<file path="config.mk">
export PLATFORM = sky130hd
export DESIGN_NAME = ddc_evt_unit
export DESIGN_NICKNAME = d
export VERILOG_FILES = /design/src/rtl/ddc_evt_pkg.sv /design/src/rtl/ddc_line_mon.sv /design/src/rtl/ddc_slave_fsm.sv /design/src/rtl/ddc_irq_bank.sv /design/src/rtl/ddc_evt_unit.sv
export SDC_FILE = /design/constraint.sdc
export NUM_CORES = 1
export LEC_CHECK = 0
export CAP_MARGIN = 25
export CORE_UTILIZATION = 30
export CTS_CLUSTER_DIAMETER = 80
export CTS_CLUSTER_SIZE = 30
export DETAILED_ROUTE_END_ITERATION = 16
export PLACE_DENSITY = 0.6
export REMOVE_ABC_BUFFERS = 1
export SKIP_CTS_REPAIR_TIMING = 1
export SYNTH_ARGS = -nofsm -noshare
export SYNTH_HDL_FRONTEND = slang
export SYNTH_HIERARCHICAL = 1
export SYNTH_SLANG_ARGS = --single-unit
</file>
<file path="constraint.sdc">
create_clock -name clk -period 2.9 [get_ports clk]
set_input_delay 0.58 -clock clk [delete_from_list [all_inputs] [get_ports clk]]
set_output_delay 0.58 -clock clk [all_outputs]
set_load 0.02 [all_outputs]
</file>
<file path="src/rtl/ddc_evt_pkg.sv">
package ddc_evt_pkg;
    localparam int DATA_W = 8;
    localparam int ADDR_W = 7;
    localparam int NUM_EV = 6;
    localparam int CNT_W  = $clog2(DATA_W);

    localparam int EV_GOLOW = 0;
    localparam int EV_ADDR  = 1;
    localparam int EV_TXE   = 2;
    localparam int EV_RX    = 3;
    localparam int EV_NACK  = 4;
    localparam int EV_STOP  = 5;

    typedef enum logic [2:0] {
        ST_IDLE,
        ST_ADDR,
        ST_ADDR_ACK,
        ST_RX,
        ST_RX_ACK,
        ST_TX,
        ST_TX_ACK,
        ST_TX_NEXT
    } slv_state_e;
endpackage

</file>
<file path="src/rtl/ddc_line_mon.sv">
module ddc_line_mon #(
    parameter int STAGES = 2
) (
    input  logic clk,
    input  logic rst_n,
    input  logic scl_in,
    input  logic sda_in,
    output logic sda_lvl,
    output logic scl_rise,
    output logic scl_fall,
    output logic bus_start,
    output logic bus_stop
);
    logic [STAGES-1:0][1:0] stg;
    logic                   scl_d, sda_d;
    logic                   scl_s;

    always_ff @(posedge clk or negedge rst_n) begin
        if (!rst_n) begin
            stg   <= '1;
            scl_d <= 1'b1;
            sda_d <= 1'b1;
        end else begin
            stg[0] <= {scl_in, sda_in};
            for (int i = 1; i < STAGES; i++) stg[i] <= stg[i-1];
            scl_d <= stg[STAGES-1][1];
            sda_d <= stg[STAGES-1][0];
        end
    end

    assign scl_s     = stg[STAGES-1][1];
    assign sda_lvl   = stg[STAGES-1][0];
    assign scl_rise  = scl_s & ~scl_d;
    assign scl_fall  = ~scl_s & scl_d;
    assign bus_start = scl_s & scl_d & sda_d & ~sda_lvl;
    assign bus_stop  = scl_s & scl_d & ~sda_d & sda_lvl;
endmodule

</file>
<file path="src/rtl/ddc_slave_fsm.sv">
module ddc_slave_fsm
    import ddc_evt_pkg::*;
(
    input  logic              clk,
    input  logic              rst_n,
    input  logic              sda_lvl,
    input  logic              scl_rise,
    input  logic              scl_fall,
    input  logic              bus_start,
    input  logic              bus_stop,
    input  logic [ADDR_W-1:0] own_addr,
    input  logic [DATA_W-1:0] tx_data,
    input  logic              tx_load,
    output logic              sda_oe,
    output logic              ddc2_mode,
    output logic [DATA_W-1:0] rx_data,
    output logic [NUM_EV-1:0] ev_set
);
    slv_state_e        st, st_n;
    logic [CNT_W-1:0]  bit_cnt;
    logic [DATA_W-2:0] sh;
    logic [DATA_W-1:0] tx_hold, tx_sh;
    logic              rw, ack_on, load_tx, byte_done, addr_hit, shifting;

    assign byte_done = scl_rise && (bit_cnt == CNT_W'(DATA_W-1));
    assign addr_hit  = (sh == own_addr);
    assign shifting  = (st == ST_ADDR) || (st == ST_RX) || (st == ST_TX);

    // next state and event pulses
    always_comb begin
        st_n    = st;
        ev_set  = '0;
        load_tx = 1'b0;
        if (!ddc2_mode) begin
            if (bus_start || scl_fall) ev_set[EV_GOLOW] = 1'b1;
            if (bus_start) st_n = ST_ADDR;
        end else if (bus_stop) begin
            ev_set[EV_STOP] = 1'b1;
            st_n = ST_IDLE;
        end else if (bus_start) begin
            st_n = ST_ADDR;
        end else begin
            unique case (st)
                ST_IDLE: ;
                ST_ADDR: if (byte_done) begin
                    st_n = addr_hit ? ST_ADDR_ACK : ST_IDLE;
                    ev_set[EV_ADDR] = addr_hit;
                end
                ST_ADDR_ACK: if (scl_fall && ack_on) begin
                    if (rw) begin
                        st_n = ST_TX;
                        load_tx = 1'b1;
                        ev_set[EV_TXE] = 1'b1;
                    end else begin
                        st_n = ST_RX;
                    end
                end
                ST_RX: if (byte_done) begin
                    st_n = ST_RX_ACK;
                    ev_set[EV_RX] = 1'b1;
                end
                ST_RX_ACK: if (scl_fall && ack_on) st_n = ST_RX;
                ST_TX: if (byte_done) st_n = ST_TX_ACK;
                ST_TX_ACK: if (scl_rise) begin
                    if (sda_lvl) begin
                        ev_set[EV_NACK] = 1'b1;
                        st_n = ST_IDLE;
                    end else begin
                        st_n = ST_TX_NEXT;
                    end
                end
                ST_TX_NEXT: if (scl_fall) begin
                    load_tx = 1'b1;
                    ev_set[EV_TXE] = 1'b1;
                    st_n = ST_TX;
                end
            endcase
        end
    end

    // state register
    always_ff @(posedge clk or negedge rst_n) begin
        if (!rst_n) st <= ST_IDLE;
        else        st <= st_n;
    end

    // outputs and datapath
    always_ff @(posedge clk or negedge rst_n) begin
        if (!rst_n) begin
            ddc2_mode <= 1'b0;
            bit_cnt   <= '0;
            sh        <= '0;
            rw        <= 1'b0;
            ack_on    <= 1'b0;
            sda_oe    <= 1'b0;
            rx_data   <= '0;
            tx_hold   <= '0;
            tx_sh     <= '0;
        end else begin
            if (ev_set[EV_GOLOW]) ddc2_mode <= 1'b1;
            if (tx_load) tx_hold <= tx_data;

            if (bus_start || st_n != st)    bit_cnt <= '0;
            else if (scl_rise && shifting)  bit_cnt <= bit_cnt + 1'b1;

            if (scl_rise && (st == ST_ADDR || st == ST_RX)) sh <= {sh[DATA_W-3:0], sda_lvl};
            if (st == ST_ADDR && byte_done) rw <= sda_lvl;
            if (ev_set[EV_RX]) rx_data <= {sh, sda_lvl};

            if (st_n != st) ack_on <= 1'b0;
            else if (scl_fall && (st == ST_ADDR_ACK || st == ST_RX_ACK)) ack_on <= 1'b1;

            if (st_n == ST_IDLE || bus_start) begin
                sda_oe <= 1'b0;
            end else if (load_tx) begin
                sda_oe <= ~tx_hold[DATA_W-1];
                tx_sh  <= {tx_hold[DATA_W-2:0], 1'b0};
            end else if (scl_fall) begin
                unique case (st)
                    ST_ADDR_ACK, ST_RX_ACK: sda_oe <= ~ack_on;
                    ST_TX: begin
                        sda_oe <= ~tx_sh[DATA_W-1];
                        tx_sh  <= {tx_sh[DATA_W-2:0], 1'b0};
                    end
                    default: sda_oe <= 1'b0;
                endcase
            end
        end
    end
endmodule

</file>
<file path="src/rtl/ddc_irq_bank.sv">
module ddc_irq_bank #(
    parameter int N = 6
) (
    input  logic         clk,
    input  logic         rst_n,
    input  logic [N-1:0] set_i,
    input  logic [N-1:0] clr_i,
    input  logic [N-1:0] en_i,
    output logic [N-1:0] flags_o,
    output logic         irq_o
);
    always_ff @(posedge clk or negedge rst_n) begin
        if (!rst_n) flags_o <= '0;
        else        flags_o <= (flags_o & ~clr_i) | set_i;
    end

    assign irq_o = |(flags_o & en_i);
endmodule

</file>
<file path="src/rtl/ddc_evt_unit.sv">
module ddc_evt_unit
    import ddc_evt_pkg::*;
#(
    parameter int SYNC_STAGES = 2
) (
    input  logic              clk,
    input  logic              rst_n,
    input  logic              scl_i,
    input  logic              sda_i,
    input  logic [ADDR_W-1:0] own_addr,
    input  logic [DATA_W-1:0] tx_data,
    input  logic              tx_load,
    input  logic [NUM_EV-1:0] irq_en,
    input  logic [NUM_EV-1:0] irq_clr,
    output logic              sda_oe,
    output logic              ddc2_mode,
    output logic [DATA_W-1:0] rx_data,
    output logic [NUM_EV-1:0] irq_flags,
    output logic              irq_o
);
    logic              sda_lvl, scl_rise, scl_fall, bus_start, bus_stop;
    logic [NUM_EV-1:0] ev_set;

    ddc_line_mon #(.STAGES(SYNC_STAGES)) u_mon (
        .clk(clk), .rst_n(rst_n), .scl_in(scl_i), .sda_in(sda_i),
        .sda_lvl(sda_lvl), .scl_rise(scl_rise), .scl_fall(scl_fall),
        .bus_start(bus_start), .bus_stop(bus_stop)
    );

    ddc_slave_fsm u_fsm (
        .clk(clk), .rst_n(rst_n), .sda_lvl(sda_lvl), .scl_rise(scl_rise),
        .scl_fall(scl_fall), .bus_start(bus_start), .bus_stop(bus_stop),
        .own_addr(own_addr), .tx_data(tx_data), .tx_load(tx_load),
        .sda_oe(sda_oe), .ddc2_mode(ddc2_mode), .rx_data(rx_data), .ev_set(ev_set)
    );

    ddc_irq_bank #(.N(NUM_EV)) u_irq (
        .clk(clk), .rst_n(rst_n), .set_i(ev_set), .clr_i(irq_clr),
        .en_i(irq_en), .flags_o(irq_flags), .irq_o(irq_o)
    );
endmodule

</file>
==> results of run 1 <==
-- area by class of cell --
type	instances	area (um2)
Timing Repair Buffer	63	588
Fill cell	823	4980
Multi-Input combinational cell	147	1190
Tap cell	105	131
Clock buffer	7	76.3
Sequential cell	52	1310
Clock inverter	1	5.00
Inverter	17	63.8
-- where the power goes --
part	internal, mW	total [mW]	switching [mW]
combinational	0.190	0.327	0.137
sequential	0.801	0.893	0.0912
clock	0.170	0.391	0.221
-- registers in the layout (all words and copies together) (netlist names) --
register,count
u_fsm/rx_data,8
u_fsm/tx_hold,8
u_fsm/sh,7
u_fsm/tx_sh,7
u_irq/flags_o,6
u_fsm/bit_cnt,3
u_fsm/st,3
u_mon/stg,2
u_fsm/ack_on,1
u_fsm/ddc2_mode,1
u_fsm/rw,1
u_fsm/sda_oe,1
u_mon/scl_d,1
u_mon/scl_s,1
u_mon/sda_d,1
u_mon/sda_lvl,1
-- cell families after synthesis --
kind of cell               after synthesis  synth area share [%]
DFF                                     52                  50.0
buffers and inverters                   27                  4.55
adders and majority gates                2                 0.957
AOI/OAI and AO/OA                       41                  13.1
xor gates and xnor gates                 9                  3.01
muxes                                   38                  16.2
and+or+nand+nor                         57                  12.2
-- final timing paths --
kind | from | endpoint | slack, ps | cells after the start
setup / recovery | u_mon/sda_lvl | u_fsm/bit_cnt[1] | 180 | 9
setup reg to reg | u_mon/sda_lvl | u_fsm/bit_cnt[1] | 180 | 9
hold / removal | u_mon/stg[0] | u_mon/sda_lvl | 360 | 0
min in group asynchronous | rst_n | u_fsm/rx_data[4] | 380 | 2
max in group asynchronous | rst_n | u_fsm/st[0] | 2090 | 2
hold reg to reg | u_mon/stg[0] | u_mon/sda_lvl | 360 | 0
-- per-layer routing --
layer	global-route usage [%]	vias up	wire, um
met2	19.4	51	2360
met1	17.8	898	2620
li1	-	928	-
met3	2.95	6	284
met4	3.66	0	46
met5	0	-	0
-- per-stage QoR --
stage	instance area (um2)	worst slack [ps]
3_3_place_gp	3280	179
2_1_floorplan	2560	268
6_report	3360	181
5_1_grt	3360	12.6
4_1_cts	3360	169
3_5_place_dp	3280	209
-- cell usage after synthesis (3+ instances only) --
| cell type | n | share of area, % |
|---|---|---|
| buf_2 | 4 | 0.77 |
| nor2b_1 | 6 | 1.4 |
| a22oi_1 | 3 | 0.86 |
| nor3_1 | 3 | 0.57 |
| inv_1 | 17 | 2.4 |
| dfstp_2 | 6 | 6.0 |
| a21oi_1 | 5 | 0.96 |
| o21ai_0 | 6 | 1.1 |
| mux2i_1 | 3 | 1.1 |
| a21o_1 | 5 | 1.4 |
| nor2_1 | 7 | 1.0 |
| nand3_1 | 8 | 1.5 |
| or2_2 | 3 | 0.72 |
| mux2_2 | 35 | 15 |
| clkbuf_1 | 3 | 0.43 |
| xnor2_1 | 5 | 1.7 |
| and3_1 | 3 | 0.72 |
| xor2_1 | 4 | 1.3 |
| nand2_1 | 12 | 1.7 |
| dfrtp_1 | 46 | 44 |
| nand4_1 | 3 | 0.72 |
==> metrics.csv, run 1 <==
stage,metric,value,unit
clock_tree,Root Buffer,clkbuf_8,
logic_synthesis,Mapped Area,2620,um2
critical_path,Worst setup SP type,flip-flop,
logic_synthesis,Yosys reg bits,52,
timing,Pins Over Slew Limit,0,
pwr,Tot Pwr,1.61,mW
floorplan,DIE WIDTH,95.4,um
pwr,P per Cell Area,479,nW/um2
timing,Final Hold Violating Endpoints,0,
route,number of vias per cell,4.80,
cells_and_area,most frequent cells in the layout,"clkdlybuf4s50_1, dfrtp_1, mux2_2, inv_1, buf_4",
critical_path,Buf/Inv on CP,2,
global_route,number of antenna violations at the first check in global routing,0,
cells_and_area,Area growth syn-to-layout,28.5,%
critical_path,Crit path top cell by count,buf_4,
timing,Max Freq,368,MHz
cells_and_area,"most common cell after layout, fill and taps aside",clkdlybuf4s50_1,
critical_path,crit path capture type,flip-flop,
critical_path,Max stage delay on crit path,630,ps
floorplan,DIE AREA,9090,um2
place,IO Port Bufs,48,
timing,period utilization,93.7,%
route,vias,1883,
critical_path,worst path arrival time,2950,ps
timing,Worst Max-Slew Pin Slew,666,ps
logic_synthesis,sequential-to-total area share from yosys stat,50.0,%
clock_tree,H-tree depth,2,
global_route,first-pass GRT wire length,8.91,mm
floorplan,# IOs,49,
critical_path,CP max stage cell,a2111oi_0,
clock_tree,CTS buffer count,5,
timing,slew margin rel.,54.5,%
timing,Sum Neg Setup Slack,0,ps
route,Starting DRT DRC Count,68,
place,Placed Cells,384,
cells_and_area,"non-filler cells, final",392,
logic_synthesis,fraction of registers with async set/reset,100,%
place,HPWL Detailed,4.00,mm
route,final wirelength,5.31,mm
route,Antenna Nets Post-Route,0,
critical_path,"Max FO, Critical Path",7,
place,GP Congestion,0.872,
clock_tree,clock slew at reported path FFs,80,ps
logic_synthesis,Post-Syn Instances,226,
critical_path,"Cell Chain, Critical Path",and4b_1 -> buf_4 -> or2_2 -> o21ai_0 -> o21bai_1 -> a21oi_1 -> a2111oi_0 -> buf_4 -> nor2b_1,
timing,unrepaired setup endpoints after global routing,no,
floorplan,num rows,33,
cells_and_area,nets,320,
route,Avg WL per Cell,13.5,um
timing,hold slack,361,ps
global_route,grt total ovfl,0,
cells_and_area,layout cells sized above 1,26.1,%
timing,Final Skew,9.47,ps
floorplan,Die Height,95.4,um
cells_and_area,Diodes inserted,0,
critical_path,WS Path Type,flip-flop to flip-flop,
clock_tree,CTS tree,yes,
critical_path,CP Data Required Time,3130,ps
logic_synthesis,Ys Warns,6,
floorplan,core area,8340,um2
timing,fin crit period,2720,ps
global_route,pin count of the biggest net entering global routing,53,
pwr,maximum vdd drop,0.000192,V
route,number of remaining DRC errors,0,
run_status,status,"complete, no violations",
clock_tree,clk sinks,52,
critical_path,"delay-heaviest family, CP",compound AO/OA/AOI/OAI gates,
global_route,vias in the first global route,1828,
global_route,gr usage total,12.7,%
logic_synthesis,number of synthesized flops with an enable pin,0,
clock_tree,clk buf depth,2,
run,max_cap viols,0,
clock_tree,"Clk Latency, worst-skew pair",300,ps
logic_synthesis,Synth cell types,53,
logic_synthesis,Avg Synthesized Cell Area,11.6,um2
pwr,leakage power,1.57,nW
floorplan,initial core utilization,31.4,%
logic_synthesis,"Primary FF master, synth",dfrtp_1,
min_path,Hold WC Path Type,flip-flop to flip-flop,
timing,Final setup viols,0,
cells_and_area,"Core Util, Final",40.3,%
route,DRT Pass-1 Iters,4,
Power figures use the tool's default switching activity.
==> run 2, diff against run 1 <==
--- a/config.mk
+++ b/config.mk
@@ -6,6 +6,7 @@
 export NUM_CORES = 1
 export LEC_CHECK = 0
 export CAP_MARGIN = 25
+export CORE_MARGIN = 2
 export CORE_UTILIZATION = 30
 export CTS_CLUSTER_DIAMETER = 80
 export CTS_CLUSTER_SIZE = 30
==> run 2 against run 1 <==
Compared with the run above:
- cell count stayed put
- clock power is 7.2% higher
- register-to-register slack better by 30 ps
- clock skew is 4.9 ps higher
- via count is 0.48% higher
- utilization is 1.1 points lower
- largest power group unchanged
- worst setup slack better by 27 ps
- maximum frequency is 1.0% higher
- design area is 0.15% higher
- power is 1.3% higher
- highest routed layer unchanged
- critical path depth is 1 lower
==> metrics.csv, run 2 (same netlist as run 1, synthesis figures left out) <==
stage,metric,value,unit
critical_path,crit path capture type,flip-flop,
timing,Final Skew,14.3,ps
critical_path,CP max stage cell,dfstp_2,
floorplan,num rows,34,
clock_tree,"Clk Latency, worst-skew pair",310,ps
timing,Sum Neg Setup Slack,0,ps
cells_and_area,most frequent cells in the layout,"clkdlybuf4s50_1, dfrtp_1, mux2_2, inv_1, nand2_1",
global_route,vias in the first global route,1890,
pwr,Tot Pwr,1.63,mW
critical_path,Worst setup SP type,flip-flop,
pwr,leakage power,1.56,nW
pwr,P per Cell Area,485,nW/um2
timing,Worst Max-Slew Pin Slew,724,ps
run,max_cap viols,0,
cells_and_area,nets,317,
clock_tree,clk sinks,52,
pwr,maximum vdd drop,0.000234,V
floorplan,initial core utilization,30.4,%
timing,period utilization,92.8,%
critical_path,Max stage delay on crit path,560,ps
global_route,first-pass GRT wire length,9.20,mm
route,vias,1892,
timing,hold slack,238,ps
place,GP Congestion,0.848,
timing,fin worst setup slack,209,ps
route,number of remaining DRC errors,0,
critical_path,WS Path Type,flip-flop to flip-flop,
floorplan,DIE AREA,9480,um2
cells_and_area,"most common cell after layout, fill and taps aside",clkdlybuf4s50_1,
timing,fin crit period,2690,ps
cells_and_area,Top Registers,"u_fsm/rx_data (8), u_fsm/tx_hold (8)",
critical_path,"delay-heaviest family, CP",simple AND/OR/NAND/NOR gates,
critical_path,"Max FO, Critical Path",7,
cells_and_area,Diodes inserted,0,
cells_and_area,layout cells sized above 1,26.1,%
cells_and_area,Area growth syn-to-layout,28.7,%
place,dpl ws,80.6,ps
route,DRT Pass-1 Iters,4,
place,HPWL Detailed,3.89,mm
place,IO Port Bufs,48,
global_route,grt total ovfl,0,
global_route,gr usage total,11.6,%
cells_and_area,# fillers,847,
route,Starting DRT DRC Count,153,
timing,slew margin rel.,51.7,%
critical_path,CP Data Required Time,3090,ps
global_route,pin count of the biggest net entering global routing,53,
clock_tree,CTS tree,yes,
timing,unrepaired setup endpoints after global routing,no,
timing,Final Hold Violating Endpoints,0,
floorplan,Die Height,97.4,um
clock_tree,clk buf depth,2,
run_status,status,"complete, no violations",
timing,Pins Over Slew Limit,0,
timing,Final setup viols,0,
critical_path,"Cell Chain, Critical Path",nor2b_1 -> nand2_1 -> nor3_1 -> a211oi_1 -> or2_2 -> a311oi_4 -> buf_4 -> mux2_2,
clock_tree,clock slew at reported path FFs,100,ps
floorplan,DIE WIDTH,97.4,um
clock_tree,Root Buffer,clkbuf_8,
clock_tree,CTS buffer count,5,
cells_and_area,"Core Util, Final",39.2,%
timing,Max Freq,372,MHz
route,number of vias per cell,4.83,
floorplan,core area,8590,um2
route,Antenna Nets Post-Route,0,
floorplan,# IOs,49,
route,Avg WL per Cell,13.5,um
clock_tree,H-tree depth,2,
route,final wirelength,5.29,mm
min_path,Hold WC Path Type,input pin to async pin,
critical_path,Buf/Inv on CP,1,
global_route,number of antenna violations at the first check in global routing,0,
critical_path,worst path arrival time,2880,ps
-- run 2: changes by cell type in the layout (fill, tap and decap cells not counted), sizes merged --
cell      before  now
buf           16   13
clkbuf         7    5
clkinvlp       0    2
-- run 2: layer usage --
layer / up-vias / global-route usage (%) / wire [um]
met5: - / 0 / 0
met4: 0 / 3.31 / 38
met3: 4 / 2.66 / 235
met2: 48 / 17.9 / 2470
met1: 911 / 16.5 / 2540
li1: 929 / - / -
-- run 2: power by group --
group / switching [mW] / total, mW / internal [mW]
Clock: 0.248 / 0.419 / 0.171
Sequential: 0.0946 / 0.896 / 0.801
Combinational: 0.130 / 0.316 / 0.186
Total: 0.472 / 1.63 / 1.16
-- run 2: metrics by stage --
| stage | cell area, um2 | std cells |
|---|---|---|
| 3_3_place_gp | 3270 | 383 |
| 6_report | 3370 | 392 |
| 4_1_cts | 3360 | 391 |
| 2_1_floorplan | 2560 | 216 |
| 3_5_place_dp | 3270 | 383 |
| 5_1_grt | 3370 | 392 |
-- run 2: worst paths after layout --
| path | from | end | slack [ps] | cells past startpoint |
|---|---|---|---|---|
| setup reg to reg | u_mon/scl_d | u_fsm/tx_sh[4] | 210 | 8 |
| setup / recovery | u_mon/scl_d | u_fsm/tx_sh[4] | 210 | 8 |
| min in group clk | u_mon/stg[1] | u_mon/scl_s | 360 | 0 |
| max in group asynchronous | rst_n | u_mon/sda_lvl | 2380 | 2 |
| hold / removal | rst_n | u_fsm/rx_data[4] | 240 | 2 |
| hold reg to reg | u_mon/stg[1] | u_mon/scl_s | 360 | 0 |
-- run 2: cell type report --
| type | count | area, um2 | share of cell area (%) |
|---|---|---|---|
| repair buffers | 60 | 578 | 17.2 |
| clock inverters | 3 | 23.8 | 0.706 |
| flip-flops and latches | 52 | 1310 | 38.9 |
| clock buffers | 5 | 68.8 | 2.04 |
| multi-input cells | 147 | 1190 | 35.3 |
| well taps | 108 | 135 | 4.01 |
| inverters | 17 | 63.8 | 1.90 |
